==> config.mk <==
export PLATFORM = sky130hd
export DESIGN_NAME = vc_frame_err_mon
export DESIGN_NICKNAME = d
export VERILOG_FILES = /design/src/rtl/frame_mon_pkg.sv /design/src/rtl/vc_frame_tracker.sv /design/src/rtl/w1c_status_reg.sv /design/src/rtl/irq_gen.sv /design/src/rtl/vc_frame_err_mon.sv
export SDC_FILE = /design/constraint.sdc
export NUM_CORES = 1
export LEC_CHECK = 0
export BUFFER_PORTS_ARGS = -buffer_cell sky130_fd_sc_hd__buf_2
export CORE_MARGIN = 3
export CORE_UTILIZATION = 45
export CTS_CLUSTER_SIZE = 14
export DETAILED_ROUTE_END_ITERATION = 16
export HOLD_SLACK_MARGIN = 0.02
export MAX_ROUTING_LAYER = met4
export PLACE_DENSITY_LB_ADDON = 0.3
export SYNTH_ARGS = -nofsm -noshare
export SYNTH_HDL_FRONTEND = slang
export SYNTH_HIERARCHICAL = 1
export SYNTH_SLANG_ARGS = --single-unit
==> constraint.sdc <==
create_clock -name clk -period 1.3 [get_ports clk]
set_input_delay 0.13 -clock clk [delete_from_list [all_inputs] [get_ports clk]]
set_output_delay 0.13 -clock clk [all_outputs]
set_load 0.005 [all_outputs]
==> src/rtl/frame_mon_pkg.sv <==
package frame_mon_pkg;

  // Kind of packet event seen on the decoded stream
  typedef struct packed {
    logic fs;
    logic fe;
    logic pd;
    logic crc;
  } pkt_kind_t;

  function automatic int data_bit(input int vc);
    return 2 * vc;
  endfunction

  function automatic int sync_bit(input int vc);
    return 2 * vc + 1;
  endfunction

endpackage

==> src/rtl/vc_frame_tracker.sv <==
module vc_frame_tracker
  import frame_mon_pkg::*;
(
  input  logic      clk,
  input  logic      rst,
  input  logic      hit,
  input  pkt_kind_t kind,
  output logic      sync_set,
  output logic      data_set
);

  logic in_frame;
  logic crc_seen;
  logic fe_ev, fs_ev, bad_ev;

  // A frame end takes priority; payload only counts on a plain payload event
  assign fe_ev  = hit & kind.fe;
  assign fs_ev  = hit & kind.fs & ~kind.fe;
  assign bad_ev = hit & kind.pd & kind.crc & ~kind.fs & ~kind.fe;

  assign sync_set = fe_ev & ~in_frame;
  assign data_set = fe_ev & in_frame & crc_seen;

  always_ff @(posedge clk) begin
    if (rst) begin
      in_frame <= 1'b0;
      crc_seen <= 1'b0;
    end else if (fe_ev) begin
      in_frame <= 1'b0;
      crc_seen <= 1'b0;
    end else if (fs_ev) begin
      in_frame <= 1'b1;
      crc_seen <= 1'b0;
    end else if (bad_ev && in_frame) begin
      crc_seen <= 1'b1;
    end
  end

  AST_FE_CLOSES: assert property (@(posedge clk) disable iff (rst)
    fe_ev |=> !in_frame && !crc_seen);
  AST_FS_RESTARTS: assert property (@(posedge clk) disable iff (rst)
    fs_ev |=> in_frame && !crc_seen);
  AST_SEEN_NEEDS_FRAME: assert property (@(posedge clk) disable iff (rst)
    crc_seen |-> in_frame);

endmodule

==> src/rtl/w1c_status_reg.sv <==
module w1c_status_reg #(
  parameter int W = 11
) (
  input  logic         clk,
  input  logic         rst,
  input  logic [W-1:0] set_vec,
  input  logic         wr,
  input  logic [W-1:0] wdata,
  output logic [W-1:0] status
);

  logic [W-1:0] clr_vec;

  assign clr_vec = wr ? wdata : '0;

  // Set after clear, so a same-cycle event survives the write
  always_ff @(posedge clk) begin
    if (rst) status <= '0;
    else     status <= (status & ~clr_vec) | set_vec;
  end

  AST_CLEAR_ONES: assert property (@(posedge clk) disable iff (rst)
    (wr && set_vec == '0) |=> ((status & $past(wdata)) == '0));
  AST_HOLD_IDLE: assert property (@(posedge clk) disable iff (rst)
    (!wr && set_vec == '0) |=> (status == $past(status)));
  AST_SET_WINS: assert property (@(posedge clk) disable iff (rst)
    (set_vec != '0) |=> ((status & $past(set_vec)) == $past(set_vec)));

endmodule

==> src/rtl/irq_gen.sv <==
module irq_gen #(
  parameter int W = 11
) (
  input  logic         clk,
  input  logic         rst,
  input  logic [W-1:0] status,
  input  logic [W-1:0] mask,
  output logic         irq
);

  always_ff @(posedge clk) begin
    if (rst) irq <= 1'b0;
    else     irq <= |(status & mask);
  end

  AST_IRQ_FOLLOWS: assert property (@(posedge clk) disable iff (rst)
    1'b1 |=> (irq == |($past(status) & $past(mask))));

endmodule

==> src/rtl/vc_frame_err_mon.sv <==
module vc_frame_err_mon
  import frame_mon_pkg::*;
#(
  parameter int NUM_VC = 4,
  parameter int LANE_W = 3,
  parameter int VC_W   = (NUM_VC > 1) ? $clog2(NUM_VC) : 1,
  parameter int STAT_W = 2 * NUM_VC + 3
) (
  input  logic              clk,
  input  logic              rst,
  input  logic              pkt_vld,
  input  logic [VC_W-1:0]   pkt_vc,
  input  logic              pkt_fs,
  input  logic              pkt_fe,
  input  logic              pkt_payload_done,
  input  logic              pkt_crc_bad,
  input  logic              pkt_dt_bad,
  input  logic [LANE_W-1:0] lanes_active,
  input  logic [LANE_W-1:0] lanes_max,
  input  logic              reg_wr,
  input  logic [STAT_W-1:0] reg_wdata,
  input  logic [STAT_W-1:0] irq_mask,
  output logic [STAT_W-1:0] status,
  output logic              irq
);

  localparam int CRC_BIT  = 2 * NUM_VC;
  localparam int DT_BIT   = CRC_BIT + 1;
  localparam int LANE_BIT = CRC_BIT + 2;

  pkt_kind_t         kind;
  logic [NUM_VC-1:0] sync_set;
  logic [NUM_VC-1:0] data_set;
  logic [STAT_W-1:0] set_vec;
  logic              crc_ev, dt_ev, lane_bad;

  assign kind.fs  = pkt_fs;
  assign kind.fe  = pkt_fe;
  assign kind.pd  = pkt_payload_done;
  assign kind.crc = pkt_crc_bad;

  for (genvar v = 0; v < NUM_VC; v++) begin : g_vc
    vc_frame_tracker u_trk (
      .clk      (clk),
      .rst      (rst),
      .hit      (pkt_vld && (pkt_vc == VC_W'(v))),
      .kind     (kind),
      .sync_set (sync_set[v]),
      .data_set (data_set[v])
    );
  end

  assign crc_ev   = pkt_vld & pkt_payload_done & pkt_crc_bad & ~pkt_fs & ~pkt_fe;
  assign dt_ev    = pkt_vld & pkt_dt_bad;
  assign lane_bad = lanes_active > lanes_max;

  always_comb begin
    set_vec = '0;
    for (int v = 0; v < NUM_VC; v++) begin
      set_vec[sync_bit(v)] = sync_set[v];
      set_vec[data_bit(v)] = data_set[v];
    end
    set_vec[CRC_BIT]  = crc_ev;
    set_vec[DT_BIT]   = dt_ev;
    set_vec[LANE_BIT] = lane_bad;
  end

  w1c_status_reg #(.W(STAT_W)) u_stat (
    .clk     (clk),
    .rst     (rst),
    .set_vec (set_vec),
    .wr      (reg_wr),
    .wdata   (reg_wdata),
    .status  (status)
  );

  irq_gen #(.W(STAT_W)) u_irq (
    .clk    (clk),
    .rst    (rst),
    .status (status),
    .mask   (irq_mask),
    .irq    (irq)
  );

  AST_LANE_FLAG: assert property (@(posedge clk) disable iff (rst)
    (lanes_active > lanes_max) |=> status[LANE_BIT]);
  AST_DT_FLAG: assert property (@(posedge clk) disable iff (rst)
    (pkt_vld && pkt_dt_bad) |=> status[DT_BIT]);
  AST_CRC_FLAG: assert property (@(posedge clk) disable iff (rst)
    (pkt_vld && pkt_payload_done && pkt_crc_bad && !pkt_fs && !pkt_fe) |=> status[CRC_BIT]);

endmodule

# Word-level counts from Yosys, hierarchy flattened
# Index checks and enable logic that the tools add are counted.
op_classes:
  n_lt_le_gt_ge: 1
  n_mux: 1
  bitwise: 55
  n_eq_ne: 3
  reduce_logical: 18
op_table:
  columns: ["operator", "count"]
  rows:
  - ["$and A1 B1 Y1", 45]
  - ["$and A11 B11 Y11", 2]
  - ["$reduce_or A3 Y1", 4]
  - ["$mux W11", 1]
  - ["$not A11 Y11", 1]
  - ["$or A11 B11 Y11", 1]
  - ["$reduce_or A11 Y1", 1]
  - ["$logic_and A1 B1 Y1", 8]
  - ["$reduce_or A2 Y1", 4]
  - ["$not A1 Y1", 6]
  - ["$eq A2 B2 Y1 const B", 2]
  - ["$gt A3 B3 Y1", 1]
  - ["$eq A2 B1 Y1 const B", 1]
  - ["$logic_not A2 Y1", 1]
word_totals:
  output_inout_bits: 12
  register_bits: 20
  inputBits: 39
  word_cells: 88

# Longest topological paths before layout
depth:
  word_depth: 7
  ltp_mapped: 7

# Hierarchy
# The synthesis kept the hierarchy.
modules_own_cells:
  columns: ["mod", "seq_area_each_um2", "instances", "cells_per_inst", "area_each_um2"]
  rows:
  - ["w1c_status_reg", 220.2, 1, 46, 480.5]
  - ["vc_frame_tracker", 40.0, 4, 12, 95.1]
  - ["vc_frame_err_mon", 0.0, 1, 18, 118.9]
  - ["irq_gen", 20.0, 1, 8, 80.1]

# Worst setup path after synthesis
# OpenSTA, ideal clock, no wires.
synth_path:
  kind: "input to register"
  start: "in lanes_max[1]"
  end: "reg u_stat.status[10]"
  t_arrival_ns: 1.040
  stages: 7
  slack_ns: 0.169
  setup_time_ns: 0.091
  path_buffers: 0
  path_cell_list: "inv_1 -> ha_1 -> nor2b_1 -> o21ai_1 -> a32oi_1 -> inv_1 -> a311oi_1"
synth_between:
  elab_chain_len: 2
synth_lines:
  columns: ["item", "line", "rtl"]
  rows:
  - ["start: declaration", "vc_frame_err_mon.sv:19", "input logic [LANE_W-1:0] lanes_max,"]
  - ["$gt A3 B3 Y1", "vc_frame_err_mon.sv:55", "assign lane_bad = lanes_active > lanes_max;"]
  - ["named net lane_bad", "vc_frame_err_mon.sv:35", "logic crc_ev, dt_ev, lane_bad;"]
  - ["$or A11 B11 Y11", "w1c_status_reg.sv:19", "else status <= (status & ~clr_vec) | set_vec;"]
  - ["end signal: assignment", "w1c_status_reg.sv:19", null]
  - ["end: declaration", "w1c_status_reg.sv:9", "output logic [W-1:0] status"]
# The timed path passes the listed nets, and every way through them passes these cells.
# A chain may end at the register's enable or synchronous reset.

# Final worst setup path
layout_path:
  start: "reg u_stat.status[5]"
  end: "reg u_irq.irq"
layout_between:
  elab_chain_len: 2
layout_lines:
  columns: ["item", "line", "rtl"]
  rows:
  - ["$and A11 B11 Y11", "irq_gen.sv:13", "else irq <= |(status & mask);"]
  - ["$reduce_or A11 Y1", "irq_gen.sv:13", null]
  - ["end signal: assignment", "irq_gen.sv:13", null]
  - ["end: declaration", "irq_gen.sv:8", "output logic irq"]
# Every way passes these cells.

==> metrics.yaml <==
core_mm2: 0.002102
r2r_slack_ns: 0.19
nFillCells: 185
required_ns: 1.47
syn_area_mm2: 0.001060
swShare_pct: 25.26
grt_pass1_vias: 950
critical_path.reg2reg.endpoint: "u_irq/irq"
drv_cap: 0
htree_levels: 1
finalWirelength_um: 2776
synth_common_cells: "dfxtp_1, nor2_1, inv_1"
io_buffers: 50
period_needed_ns: 1.106
synth_area_leaders: "dfxtp_1, a311oi_2, nor2_1"
cts_root_buf: "clkbuf_4"
setup_viol: 0
start_util_pct: 50.42
grt-ovfl-total: 0
worst-r2r-cell-count: 4
internal-power_mw: 0.8963
clkPwrFrac_pct: 29.5
netlist_instances: 120
die_y_um: 54.53
crit_chain: "a22o_1 > a221oi_2 > and3_1 > a21oi_1"
vias_per_cell: 5.424
worstMarginPinSlew_ns: 0.4568
power_density_mw_per_mm2: 848.2
path_class: "register to register"
crit_buf_inv: 0
slowest_delay_ns: 0.34
hp-start: "reg_wdata[3]"
postCtsSetupBuffers: 0
synth_ff_type: "dfxtp_1"
syn_nets: 162
period_share_pct: 85.10
drv_slew: 0
fmax_ghz: 0.9039
antenna_found_initial: 0
relSlewSlack_pct: 69.54
place_area_mm2: 0.001348
ios: 51
skew_ns: 0.003872
via_count: 1112
outcome: "finished clean"
critPathSlowestCell: "dfxtp_1"
drc: 0
hold_ws_ns: 0.03914
drive_gt1_share_pct: 38.20
yosysTopAreaCellShare_pct: 37.78
path_max_fanout: 3
synth_warnings: 6
gp_congestion: 0.8455
final-hold-violation-count: 0
async_flop_share_pct: 0
hold_path_depth: 2
cts_tree: "done"
yosysSeqAreaShare_pct: 37.78
die-area_mm2: 0.002974
synth_edf_count: 0
r2r_start: "u_stat/status[5]"
rsz0062_at_grt: "false"
crit_family: "compound AO/OA/AOI/OAI gates"
dp_hpwl_um: 2227
seq_power_share_pct: 53.4
cts_buffer_depth: 2
hold_path_end: "u_stat/status[3]"
worstSkewPairLatency_ns: 0.29
yosys.area.top_type: "dfxtp_1"
drt-initial-drc-count: 23
ys_ff_latch: 20
clkTransAtPathRegs_ns: 0.11
grt_max_degree: 21
clock_sinks: 20
area_growth_pct: 33.41
synth.avg_cell_area_um2: 8.831
p_comb_share_pct: 17.1
critPathLaunchType: "register"
grt_pass1_wl_um: 4153
ctsHoldBuffers: 1
yosysUniqueCellTypes: 27
ant_nets: 0
crit_arrival_ns: 1.28
cts_resized: 0
numCtsBuffers: 3
die_w_um: 54.53
wire_per_inst_um: 13.54
peakVddDrop_v: 0.0007885
nNetsFinal: 221
p_sw_mw: 0.3030
grt_usage_pct: 19.91
postLayoutCellArea_mm2: 0.001414
num_rows: 16
hold_class: "input pin to register"
crit_path_end_kind: "register"
antennaDiodeCount: 0
dr.pass1.iters: 4
p_leak_nw: 0.6172
-- sequential cells by signal, indices dropped and copies added (netlist names) --
register             count
u_stat/status           11
g_vc.u_trk/crc_seen      4
u_irq/irq                1
g_vc.u_trk/in_frame      4
-- cell type report --
type | instances | area, µm² | area share [%]
clock buffers | 4 | 36.28 | 2.566
inverters | 15 | 56.30 | 3.982
multi-input cells | 83 | 584.3 | 41.33
flip-flops and latches | 20 | 400.4 | 28.32
well taps | 27 | 33.78 | 2.389
repair buffers | 56 | 302.8 | 21.42
-- how the worst max path moves through the flow --
| stage | startpoint | endpoint | slack, ns | cells after the start |
|---|---|---|---|---|
| finish | u_stat/status[5] | u_irq/irq | 0.19 | 4 |
| global route | u_stat/status[5] | u_irq/irq | 0.14 | 4 |
| floorplan | lanes_max[1] | u_stat/status[10] | 0.17 | 7 |
| detailed placement | lanes_max[1] | u_stat/status[10] | -0.03 | 8 |
| CTS | u_stat/status[5] | u_irq/irq | 0.19 | 4 |
| global placement | lanes_max[1] | u_stat/status[10] | 0.05 | 8 |
-- metal layers --
layer	track usage (%)	vias up	part of all wire, %
met4	7.469	0	1.0
met1	24.88	513	45
met3	3.270	4	6.0
met5	-	-	0
li1	-	559	-
met2	32.07	36	48
-- cell families after synthesis --
group | count (synthesis) | share of synthesized area, %
DFF | 20 | 37.78
AOI/OAI and AO/OA | 35 | 30.81
buffers and inverters | 17 | 7.084
and+or+nand+nor | 45 | 20.78
adders and majority gates | 3 | 3.542
-- worst reg2reg max path, stage by stage (launching register included) --
cell and delay (ns):
dfxtp_1 0.34, a22o_1 0.24, a221oi_2 0.16, and3_1 0.19, a21oi_1 0.07
-- placed cells by master (no fill, tap or decap), drive strengths merged --
master	netlist	routed
a211oi	4	4
a21oi	5	5
a221oi	1	1
a222oi	1	1
a22o	1	1
a22oi	2	2
a311oi	11	11
a32oi	1	1
and2	1	1
and3	2	2
and3b	5	5
buf	2	53
clkbuf	0	4
dfxtp	20	20
dlygate4sd3	0	3
ha	3	3
inv	15	15
nand2	9	9
nand3	1	1
nand4	4	4
nor2	20	20
nor2b	1	1
nor3	1	1
nor3b	1	1
o21ai	5	5
o21bai	4	4
-- stage by stage --
step                worst slack (ns)  std cells  total power, mW  util (%)  TNS [ns]
global placement             0.05362        198           0.8393     64.11         0
finish                        0.1937        205            1.199     67.26         0
floorplan                     0.1693        120           0.7383         -         0
detailed placement          -0.02546        198           0.8508     64.11  -0.02546
CTS                           0.1928        203            1.202     66.31         0
global route                  0.1357        205            1.260     67.26         0
-- power groups by stage --
stage               sequential (mW)  clock, mW  combinational, mW
finish                        0.641      0.354              0.204
floorplan                     0.654          0             0.0838
global route                  0.643      0.391              0.226
CTS                           0.641      0.362              0.199
global placement              0.654          0              0.185
detailed placement            0.655          0              0.196
Power figures use the tool's default switching activity.
